$ cat src/rtl/pic_cmd_if.sv
module pic_cmd_if (
  input  logic       clk,
  input  logic       rst_n,
  input  logic       wr_en,
  input  logic       addr,
  input  logic [7:0] wr_data,
  input  logic [7:0] irr_in,
  input  logic [7:0] isr_in,
  output logic [7:0] rd_data,
  output logic [7:0] imr,
  output logic [7:0] vec_base,
  output logic [7:0] cfg_icw1,
  output logic [7:0] cfg_icw3,
  output logic [7:0] cfg_icw4,
  output logic [1:0] rd_sel,
  output logic       ready,
  output logic [7:0] isr_clr,
  output logic       cmd_err
);
  typedef enum logic [2:0] {W_ICW1, W_ICW2, W_ICW3, W_ICW4, RDY} seq_t;
  seq_t st;

  wire cmd_wr   = wr_en & ~addr;
  wire dat_wr   = wr_en & addr;
  wire is_init  = wr_data[4];
  wire is_op2   = wr_data[4:3] == 2'b00;
  wire [2:0] op = wr_data[7:5];
  wire [7:0] low_isr = isr_in & (~isr_in + 8'd1);

  assign ready   = st == RDY;
  assign rd_data = addr ? imr :
                   (rd_sel == 2'b10) ? irr_in :
                   (rd_sel == 2'b11) ? isr_in : 8'h00;

  always_ff @(posedge clk) begin
    if (!rst_n) begin
      st       <= W_ICW1;
      imr      <= '0;
      vec_base <= '0;
      cfg_icw1 <= '0;
      cfg_icw3 <= '0;
      cfg_icw4 <= '0;
      rd_sel   <= 2'b10;
      isr_clr  <= '0;
      cmd_err  <= 1'b0;
    end else begin
      isr_clr <= '0;
      cmd_err <= 1'b0;
      if (cmd_wr) begin
        if (is_init) begin
          cfg_icw1 <= wr_data;
          st       <= W_ICW2;
        end else if (st == RDY) begin
          if (is_op2) begin
            case (op)
              3'b011:          isr_clr <= 8'd1 << wr_data[2:0];
              3'b001:          isr_clr <= low_isr;
              3'b110, 3'b010:  ;
              default:         cmd_err <= 1'b1;
            endcase
          end else begin
            rd_sel <= wr_data[1:0];
          end
        end else begin
          cmd_err <= 1'b1;
        end
      end
      if (dat_wr) begin
        case (st)
          W_ICW2: begin
            vec_base <= wr_data;
            st <= !cfg_icw1[1] ? W_ICW3 : (cfg_icw1[0] ? W_ICW4 : RDY);
          end
          W_ICW3: begin
            cfg_icw3 <= wr_data;
            st <= cfg_icw1[0] ? W_ICW4 : RDY;
          end
          W_ICW4: begin
            cfg_icw4 <= wr_data;
            st <= RDY;
          end
          default: imr <= wr_data;
        endcase
      end
    end
  end
endmodule


$ cat config.mk
export PLATFORM = sky130hd
export DESIGN_NAME = pic_cmd_if
export DESIGN_NICKNAME = d
export VERILOG_FILES = /design/src/rtl/pic_cmd_if.sv
export SDC_FILE = /design/constraint.sdc
export NUM_CORES = 1
export LEC_CHECK = 0
export ABC_AREA = 1
export ABC_CLOCK_PERIOD_IN_PS = 1700
export BUFFER_PORTS_ARGS = -buffer_cell sky130_fd_sc_hd__buf_4
export CORE_ASPECT_RATIO = 0.8
export CORE_UTILIZATION = 53
export CTS_CLUSTER_SIZE = 12
export DETAILED_ROUTE_END_ITERATION = 7
export HOLD_SLACK_MARGIN = 0.15
export PLACE_DENSITY = 0.85
export SYNTH_ARGS = -nofsm -noshare
export SYNTH_HDL_FRONTEND = slang
export SYNTH_SLANG_ARGS = --single-unit
$ cat constraint.sdc
create_clock -name clk -period 1.7 [get_ports clk]
set_input_delay 0.085 -clock clk [delete_from_list [all_inputs] [get_ports clk]]
set_output_delay 0.085 -clock clk [all_outputs]
set_load 0.01 [all_outputs]
Word level (Yosys, flattened, before mapping)
Index checks and enable logic that the tools add are counted.
- $add $sub $neg: 1
- equality and inequality tests: 10
- shifts and indexed selects: 1
- muxes and demuxes: 13
- bitwise logic cells: 11
- reductions and logical operators: 11
- operator list (kind ; number):
    two-way mux 8 bit ; 3
    case mux 8 bit (2 select lines) ; 1
    two-way mux 3 bit ; 5
    == test 3 x 2 -> 1 bit, second input constant ; 4
    AND reduction 2 bit ; 5
    case mux 3 bit (3 select lines) ; 1
    adder 8 x 1 -> 8 bit, second input constant ; 1
    bitwise AND 8 bit ; 1
    NOT 8 bit ; 1
    left shift 1 x 3 -> 8 bit, first input constant ; 1
    NOT 1 bit ; 7
    == test 3 x 1 -> 1 bit, second input constant ; 2
    == test 3 bit, second input constant ; 2
    OR reduction 3 bit ; 2
    OR reduction 5 bit ; 1
    == test 2 bit, second input constant ; 2
    AND reduction 4 bit ; 1
    OR reduction 4 bit ; 1
    two-way mux 1 bit ; 3
    bitwise AND 1 bit ; 2
    zero test 2 bit ; 1
- register bits: 54
- bits of input ports: 28
- output and inout bits: 60
- word-level logic and storage cells: 56

Logic depth before layout (Yosys ltp)
Gate-level depths: netlist of run 1.
- depth after elaboration: 5
- mapped depth: 7
- depth with buffers taken out: 7

Worst setup path after synthesis of run 1
Ideal clock, no wire load.
- kind: register -> output
- start: register rd_sel[1]
- end: output port rd_data[6]
- arrival time: 1066 ps
- data required time: 1615 ps
- setup slack: 549 ps
- cell stages (with the launch flop): 5
- buffers on the path: 2
- cell sequence: dfxtp_1 buf_2 buf_2 nand3_1 a31oi_1
- word-level cells in the longest chain between the ends: 4
- elaborated cells on any way between the ends: 5
- those cells by class: eq/ne (2); mux (3)
- RTL lines (what ; line ; source):
    from (decl) ; 15 ; output logic [1:0] rd_sel,
    from (signal assigned) ; 62 ; rd_sel <= wr_data[1:0];
    == test 2 bit ; 33 ; (rd_sel == 2'b11) ? isr_in : 8'h00;
    two-way mux 8 bit ; 33 ;
    two-way mux 8 bit * ; 32 ; (rd_sel == 2'b10) ? irr_in :
    two-way mux 8 bit * ; 31 ; assign rd_data = addr ? imr :
    to (decl) ; 9 ; output logic [7:0] rd_data,
Every way passes the cells marked *; elsewhere a longest branch is shown, timed or not.

Worst setup path after layout of run 1
- start: input port wr_data[5]
- end: register isr_clr[3]
- word-level cells in the longest chain between the ends: 2
- elaborated cells on any way between the ends: 3
- those cells by class: eq/ne (2); mux (1)
- RTL lines (what ; line ; source):
    from (decl) ; 6 ; input logic [7:0] wr_data,
    == test 3 x 1 -> 1 bit / == test 3 x 2 -> 1 bit (equally long branches) ; 55 ; case (op)
    case mux 8 bit (2 select lines) * ; 55 ;
    to (signal assigned) ; 56 ; 3'b011: isr_clr <= 8'd1 << wr_data[2:0];
    to (signal assigned) ; 57 ; 3'b001: isr_clr <= low_isr;
    to (decl) ; 17 ; output logic [7:0] isr_clr,
Marked as above.
A chain may end at the register's enable or synchronous reset.

==> flow_summary.toml, run 1 <==
[setup_path]
crit_fanout = 7
r2r_slack_ns = 0.43
crit_end = "isr_clr[3]"
critical_path.slowest_cell = "dlygate4sd3_1"
crit_type = "in2reg"
r2r_start = "st[1]"
end_kind = "flip-flop"
r2r-end = "cfg_icw4[0]"
max_stage_delay_ns = 0.58
cp_cell_sequence = "dlygate4sd3_1, buf_4, nand2_2, nor2_4, nand4_1, dlygate4sd3_1, a21oi_2"
worst_ep_required_time_ns = 1.95
worstSetupStartpointType = "primary input"
crit_path_frequent_cell = "dlygate4sd3_1"
startpoint = "wr_data[5]"
rr_worst_depth = 5
cp.arrival_ns = 1.89

[clock_tree]
cts_tree = "done"
cts_setup_buffers = 0
cts_root_buf = "clkbuf_8"
htree_levels = 2
cts.reportedPaths.clkPinSlew_ns = 0.09
worstSkewPairLatency_ns = 0.31
cts_buffers = 5
cts_buffer_depth = 2
cts.sinks = 54

[route]
vias = 2728
firstDrtPassIters = 5
drt-initial-drc-count = 279
detail-route-antenna-nets = 0
drc = 0
avgRoutedWirePerCell_um = 14.7
viasPerCell = 5.53
totalWireLength_mm = 7.23

[final_layout]
layout.nets = 463
final_util_pct = 79.2
areaGrowthSynthToFinish_pct = 41.5
insertedDiodeCount = 0
drive_gt1_share_pct = 28.7

[placed_design]
gp_congestion = 0.869
place_hpwl_mm = 4.83
port_buffers = 87

[sta]
tightest_slew_ns = 0.370
finalCritPeriodShare_pct = 96.9
relSlewSlack_pct = 75.3
setup_tns_ns = 0
final-setup-viol-count = 0
finClkSkew_ns = 0.00609
slew_viol_final = 0
fmax_ghz = 0.607
period_needed_ns = 1.65
rsz0062_at_grt = "no"
hold_viol_final = 0

[yosys]
syn_inst = 335
synth_seq_cells = 54
yosysSeqAreaShare_pct = 45.4
syn_area_per_cell_um2 = 7.12
synth_fp_nets = 363
synth_cell_type_count = 28
syn_area_mm2 = 0.00238
yosys_warnings = 0

[die]
die-area_mm2 = 0.00477
io-pin-count = 88
dieWidth_um = 77.0
rows = 21
die_h_um = 62.0
coreArea_mm2 = 0.00426
start_util_pct = 56.0

[grt]
grt_overflow = 0
grt_usage_pct = 30.1
grt_max_degree = 40
antenna_found_initial = 0
grt_pass1_vias = 2321
grt_pass1_wl_mm = 11.1

[power]
leakagePower_nw = 1.48
power.density_mw_per_mm2 = 786
ir_drop_v = 0.000632

[outcome]
status = "complete, no violations"

[worst_hold_path]
min_path_type = "in2reg"
hold_path_depth = 3

[job]
timing.max_cap.violations = 0
cells in the final DEF (no fill, tap or decap), drive strengths merged, types with 2 or more instances in the layout:
master,netlist,layout
nor2,99,99
buf,9,87
dfxtp,54,54
nand3,38,38
nand2,37,37
o21ai,35,35
inv,19,21
dlygate4sd3,0,19
a21oi,16,16
a31oi,8,8
clkbuf,4,5
clkinv,6,5
nand4,3,3
nor3,2,2
per-stage QoR:
stage	power [W]	hold slack (ns)	setup WS, ns	cells	instance area [um2]
2_1_floorplan	0.00155	0.232	0.549	335	2380
3_3_place_gp	0.00173	0.395	0.504	466	3050
3_5_place_dp	0.00174	0.391	0.407	466	3050
4_1_cts	0.00263	0.161	0.0173	493	3350
5_1_grt	0.00275	0.199	0.0121	493	3370
6_report	0.00265	0.181	0.0530	493	3370
sequential cells by signal, summed over array words and instances (netlist names), 2 cells and up:
register and cells:
isr_clr 8, rd_sel 2, vec_base 8, st 3
cfg_icw1 8, cfg_icw4 8, imr 8, cfg_icw3 8
critical path: cells and delay by family:
| family | cells | cell delay (ns) |
|---|---|---|
| simple gates | 3 | 0.40 |
| compound gates | 1 | 0.13 |
| buf+inv | 3 | 1.28 |
how the worst min path moves through the flow:
stage               startpoint         end  slack, ns
floorplan            isr_in[0]  isr_clr[0]       0.23
global placement     isr_in[7]  isr_clr[7]       0.40
detailed placement   isr_in[0]  isr_clr[0]       0.39
CTS                  isr_in[1]  isr_clr[1]       0.16
global route             rst_n       st[1]       0.20
finish                   rst_n   rd_sel[0]       0.18
Yosys cell counts:
cell type,number,area share [%]
a21oi_2,2,0.74
nor3b_1,1,0.32
nand3_4,1,0.74
nor2b_1,1,0.26
dfxtp_1,54,45
clkbuf_1,4,0.63
nor3_1,2,0.42
nand2_1,33,5.2
nand3b_1,1,0.32
a31oi_1,8,2.1
a21oi_1,14,2.9
nor2_1,93,15
o21ai_0,33,6.9
nand4_1,3,0.79
buf_2,9,1.9
o21ai_1,1,0.21
o21ai_2,1,0.37
nand2_2,4,1.0
nand3_2,3,1.3
nand3_1,34,7.1
inv_2,5,0.79
nor2_4,2,0.94
o211ai_1,1,0.32
nor2_2,4,1.0
inv_1,14,2.2
or2_1,1,0.26
clkinv_2,4,0.84
clkinv_1,2,0.32
cell families after synthesis:
logic type	Yosys count	share of synthesized area, %
buffers and inverters	38	6.67
and+or+nand+nor	183	34.4
AOI/OAI and AO/OA	60	13.6
DFF	54	45.4
routing by layer:
layer  GRT usage [%]  vias to the layer above  share of wire [%]
li1                -                     1291                  -
met1            39.8                     1249                 42
met2            50.9                      160                 46
met3            4.96                       28                8.6
met4            11.9                        0                2.6
met5               0                        -                  0
area by class of cell:
type                            count  area (um2)
Clock buffer                        5        68.8
Clock inverter                      3        47.5
Multi-Input combinational cell    243        1160
Timing Repair Buffer              106         843
Tap cell                           57        71.3
Fill cell                         320         883
Inverter                           25         103
Sequential cell                    54        1080
report_power, final:
group	total [W]	leakage [nW]	switching [W]	internal [W]
Sequential	0.00133	0.438	0.0000314	0.00130
Combinational	0.000425	0.983	0.000236	0.000189
Clock	0.000895	0.0591	0.000445	0.000450
repair_timing:
| item | in CTS | in global routing |
|---|---|---|
| gates resized for setup | 0 | 6 |
| endpoints found under the hold margin | 36 | 0 |
| endpoints found under the setup margin | 0 | 10 |
| hold buffers | 19 | 0 |
(Power assumes the default switching activity.)
==> inputs of run 2 (changes only) <==
--- a/config.mk
+++ b/config.mk
@@ -14,6 +14,7 @@
 export DETAILED_ROUTE_END_ITERATION = 7
 export HOLD_SLACK_MARGIN = 0.15
 export PLACE_DENSITY = 0.85
+export SETUP_SLACK_MARGIN = 0.1
 export SYNTH_ARGS = -nofsm -noshare
 export SYNTH_HDL_FRONTEND = slang
 export SYNTH_SLANG_ARGS = --single-unit
==> run 2 against run 1 <==
Against the previous run: setup slack gained 0.12 ns; count of clock-buffer cells in the layout stayed put; fmax rose by 8.0%; flip-flop and latch count did not move; die area unchanged; clock power up 0.6%; non-clock buffer count grew 1; critical path type unchanged; largest power group unchanged.
==> flow_summary.toml, run 2 (synthesis results as in run 1) <==
[sta]
setup_tns_ns = 0
rsz0062_at_grt = "no"
slew_viol_final = 0
period_needed_ns = 1.53
tightest_slew_ns = 0.383
holdWs_ns = 0.150
finalCritPeriodShare_pct = 89.7
fmax_ghz = 0.655
relSlewSlack_pct = 74.4
finClkSkew_ns = 0.00998
final-setup-viol-count = 0
hold_viol_final = 0

[die]
io-pin-count = 88
start_util_pct = 56.0
rows = 21
coreArea_mm2 = 0.00426
dieWidth_um = 77.0
die_h_um = 62.0
die-area_mm2 = 0.00477

[clock_tree]
cts_root_buf = "clkbuf_8"
cts_buffer_depth = 2
cts.reportedPaths.clkPinSlew_ns = 0.10
worstSkewPairLatency_ns = 0.32
cts.sinks = 54
htree_levels = 2
cts_tree = "done"
cts_setup_buffers = 0
cts_buffers = 5

[route]
drc = 0
vias = 2774
drt-initial-drc-count = 309
firstDrtPassIters = 7
detail-route-antenna-nets = 0
totalWireLength_mm = 7.49
viasPerCell = 5.62
avgRoutedWirePerCell_um = 15.2

[power]
leakagePower_nw = 1.48
power_w = 0.00266
power.density_mw_per_mm2 = 789
ir_drop_v = 0.000538

[outcome]
status = "complete, no violations"

[worst_hold_path]
min_path_type = "in2reg"

[final_layout]
layout.nets = 464
fillers = 321
final_util_pct = 79.2
layout_commonest_cell = "nor2_1"
finalNonFillerCells = 494
insertedDiodeCount = 0
areaGrowthSynthToFinish_pct = 41.5
drive_gt1_share_pct = 28.4
layout_common_cells = "nor2_1, buf_4, dfxtp_1, nand3_1"

[placed_design]
port_buffers = 87
place_hpwl_mm = 4.83
gp_congestion = 0.869
dp_cells = 466

[grt]
antenna_found_initial = 0
grt_pass1_vias = 2389
grt_usage_pct = 31.3
grt_pass1_wl_mm = 11.4
grt_overflow = 0
grt_max_degree = 40

[setup_path]
worstSetupStartpointType = "primary input"
crit_fanout = 8
worst_ep_required_time_ns = 1.94
cp.arrival_ns = 1.76
end_kind = "flip-flop"
crit_type = "in2reg"

[job]
timing.max_cap.violations = 0
-- run 2: layer usage --
| metal | vias up | global-route usage [%] | part of all wire [%] |
|---|---|---|---|
| met2 | 175 | 52.9 | 47 |
| met1 | 1278 | 40.2 | 42 |
| met5 | - | 0 | 0 |
| li1 | 1294 | - | - |
| met3 | 27 | 6.13 | 8.6 |
| met4 | 0 | 13.5 | 2.8 |
-- run 2: cell type report --
| class | count | area, um2 | share of cell area (%) |
|---|---|---|---|
| well taps | 57 | 71.3 | 2.12 |
| clock inverters | 3 | 47.5 | 1.41 |
| multi-input cells | 243 | 1140 | 33.9 |
| clock buffers | 5 | 68.8 | 2.04 |
| flip-flops and latches | 54 | 1080 | 32.1 |
| repair buffers | 107 | 853 | 25.3 |
| inverters | 25 | 104 | 3.08 |
-- run 2: timing repair --
action / 4_1_cts / 5_1_grt
pin swaps: 0 / 1
hold buffers: 21 / 0
endpoints found under the setup margin: 1 / 9
hold endpoints to repair: 36 / 0
resized for setup: 1 / 3
-- run 2: stage by stage --
step / setup slack, ns / instance area (um2)
final: 0.174 / 3370
after global routing: 0.120 / 3370
after CTS: 0.118 / 3380
after detailed placement: 0.407 / 3050
after global placement: 0.504 / 3050
after floorplan: 0.549 / 2380
-- run 2: critical path: stages --
cell	delay, ns
dlygate4sd3_1	0.54
buf_4	0.16
nor2_4	0.20
nand2_1	0.06
dlygate4sd3_1	0.56
a21oi_1	0.15
-- run 2: power by group --
group	leakage, nW	switching (W)	internal, W
registers	0.438	0.0000314	0.00130
clock network	0.0591	0.000450	0.000450
logic	0.986	0.000238	0.000190
-- run 2: worst paths after layout --
kind / startpoint / to / slack, ns / depth (start not counted)
hold / removal: isr_in[6] / isr_clr[7] / 0.15 / 6
setup / recovery: addr / cmd_err / 0.17 / 6
setup reg to reg: st[2] / imr[7] / 0.40 / 6
hold reg to reg: cfg_icw1[4] / cfg_icw1[4] / 0.47 / 2
==> inputs of run 3 (changes only) <==
--- a/config.mk
+++ b/config.mk
@@ -9,11 +9,12 @@
 export ABC_CLOCK_PERIOD_IN_PS = 1700
 export BUFFER_PORTS_ARGS = -buffer_cell sky130_fd_sc_hd__buf_4
 export CORE_ASPECT_RATIO = 0.8
-export CORE_UTILIZATION = 53
+export CORE_UTILIZATION = 55
+export CTS_BUF_LIST = sky130_fd_sc_hd__clkbuf_2
 export CTS_CLUSTER_SIZE = 12
 export DETAILED_ROUTE_END_ITERATION = 7
 export HOLD_SLACK_MARGIN = 0.15
-export PLACE_DENSITY = 0.85
+export PLACE_DENSITY = 0.88
 export SETUP_SLACK_MARGIN = 0.1
 export SYNTH_ARGS = -nofsm -noshare
 export SYNTH_HDL_FRONTEND = slang
==> run 3 against run 2 <==
Against the previous run: setup slack worse by 0.059 ns; sequential power hardly changed; via count is 2.1% higher; non-clock buffer count is 10 higher; cell count is 1.8% higher; global-route usage is 2.4 points higher; combinational power is 4% higher; flip-flop and latch count stayed put; first-iteration DRC count is 14% lower; total power is 8.8% lower; fmax is 3.7% lower; count of clock-buffer cells in the layout stayed put.
==> flow_summary.toml, run 3 (synthesis results as in run 1) <==
[outcome]
status = "complete, no violations"

[die]
coreArea_mm2 = 0.00418
io-pin-count = 88
start_util_pct = 57.1
dieWidth_um = 75.6
die-area_mm2 = 0.00460
rows = 21
die_h_um = 60.9

[grt]
grt_overflow = 0
grt_pass1_wl_mm = 11.5
grt_usage_pct = 33.7
grt_pass1_vias = 2421
antenna_found_initial = 0
grt_max_degree = 40

[clock_tree]
htree_levels = 2
cts_tree = "done"
cts.reportedPaths.clkPinSlew_ns = 0.26
cts_root_buf = "clkbuf_2"
cts_buffers = 5
worstSkewPairLatency_ns = 0.44
cts.sinks = 54
cts_buffer_depth = 2

[setup_path]
crit_fanout = 5
crit_type = "reg2out"
worst_ep_required_time_ns = 1.62
cp.arrival_ns = 1.50
r2r_slack_ns = 0.41
worstSetupStartpointType = "flip-flop"
r2r-end = "cfg_icw4[6]"
end_kind = "output port"
r2r_start = "st[2]"
rr_worst_depth = 5

[route]
firstDrtPassIters = 5
detail-route-antenna-nets = 0
totalWireLength_mm = 7.94
drt-initial-drc-count = 266
vias = 2832
drc = 0
viasPerCell = 5.63
avgRoutedWirePerCell_um = 15.8

[placed_design]
gp_congestion = 0.879
place_hpwl_mm = 4.58
place_ws_ns = 0.450
port_buffers = 87

[power]
power.density_mw_per_mm2 = 706
ir_drop_v = 0.000548
leakagePower_nw = 1.52

[sta]
final-setup-viol-count = 0
fmax_ghz = 0.631
hold_viol_final = 0
fin_ws_ns = 0.115
finalCritPeriodShare_pct = 93.2
setup_tns_ns = 0
period_needed_ns = 1.58
slew_viol_final = 0
relSlewSlack_pct = 70.7
tightest_slew_ns = 0.436
rsz0062_at_grt = "yes"
finClkSkew_ns = 0.0134

[worst_hold_path]
hold_path_depth = 2
min-delay-start = "cfg_icw1[4]"
min_path_type = "reg2reg"
hold_path_end = "cfg_icw1[4]"

[final_layout]
insertedDiodeCount = 0
areaGrowthSynthToFinish_pct = 44.1
layout.nets = 474
drive_gt1_share_pct = 29.6
layout_common_cells = "nor2_1, buf_4, dfxtp_1, nand3_1"

[job]
timing.max_cap.violations = 0
run 3: cell count changes in the layout (fill, tap and decap cells not counted), moves of 2 or more:
| cell | change |
|---|---|
| buf_4 | +5 |
| clkbuf_2 | +5 |
| clkbuf_8 | -5 |
| dfxtp_2 | -2 |
| dfxtp_4 | +2 |
| dlygate4sd3_1 | +4 |
| inv_2 | +2 |
| inv_6 | -2 |
| nor2_2 | -2 |
| nor2_4 | +3 |
run 3: repair_timing:
item,4_1_cts,5_1_grt
gates resized for setup,3,11
setup endpoints to repair,8,12
buffers inserted,0,6
pin swaps,0,4
hold buffers,24,0
cloned,0,0
endpoints found under the hold margin,54,0
run 3: how the worst max path moves through the flow:
stage,cells after the start,from,slack [ns],end
3_3_place_gp,3,rd_sel[1],0.51,rd_data[7]
3_5_place_dp,3,rd_sel[1],0.45,rd_data[2]
5_1_grt,4,rd_sel[1],0.04,rd_data[5]
6_report,4,rd_sel[1],0.12,rd_data[5]
2_1_floorplan,4,rd_sel[1],0.55,rd_data[6]
4_1_cts,8,wr_data[7],0.11,isr_clr[7]
run 3: stage by stage:
step           area (um2)  cells  hold WS (ns)  total power, W  utilization (%)
6_report             3440    503         0.474         0.00242             82.2
5_1_grt              3440    503         0.479         0.00253             82.2
4_1_cts              3360    497         0.472         0.00240             80.3
3_5_place_dp         3050    466         0.390         0.00173             73.0
3_3_place_gp         3050    466         0.397         0.00173             73.0
2_1_floorplan        2380    335         0.232         0.00155                -
run 3: power breakdown:
| part | leakage (nW) | switching (W) | total (W) | internal, W |
|---|---|---|---|---|
| registers | 0.438 | 0.0000304 | 0.00133 | 0.00130 |
| clock network | 0.0390 | 0.000403 | 0.000647 | 0.000244 |
| logic | 1.04 | 0.000245 | 0.000444 | 0.000199 |
run 3: worst max-delay path, cell delays in order, from the launching register on:
cell and delay, ns:
dfxtp_4 0.44, buf_4 0.14, nand3_1 0.07, a31oi_1 0.24, buf_4 0.18
run 3: layout make-up:
class	count	area [um2]
Sequential cell	54	1090
Timing Repair Buffer	117	942
Clock inverter	2	38.8
Clock buffer	5	25.0
Fill cell	260	742
Tap cell	57	71.3
Multi-Input combinational cell	243	1170
Inverter	25	100
run 3: layer usage:
metal	track usage, %	routed length [um]	vias to the layer above
li1	-	-	1318
met1	42.1	3110	1292
met2	54.2	3810	183
met3	8.80	723	39
met4	17.2	302	0
met5	0	0	-
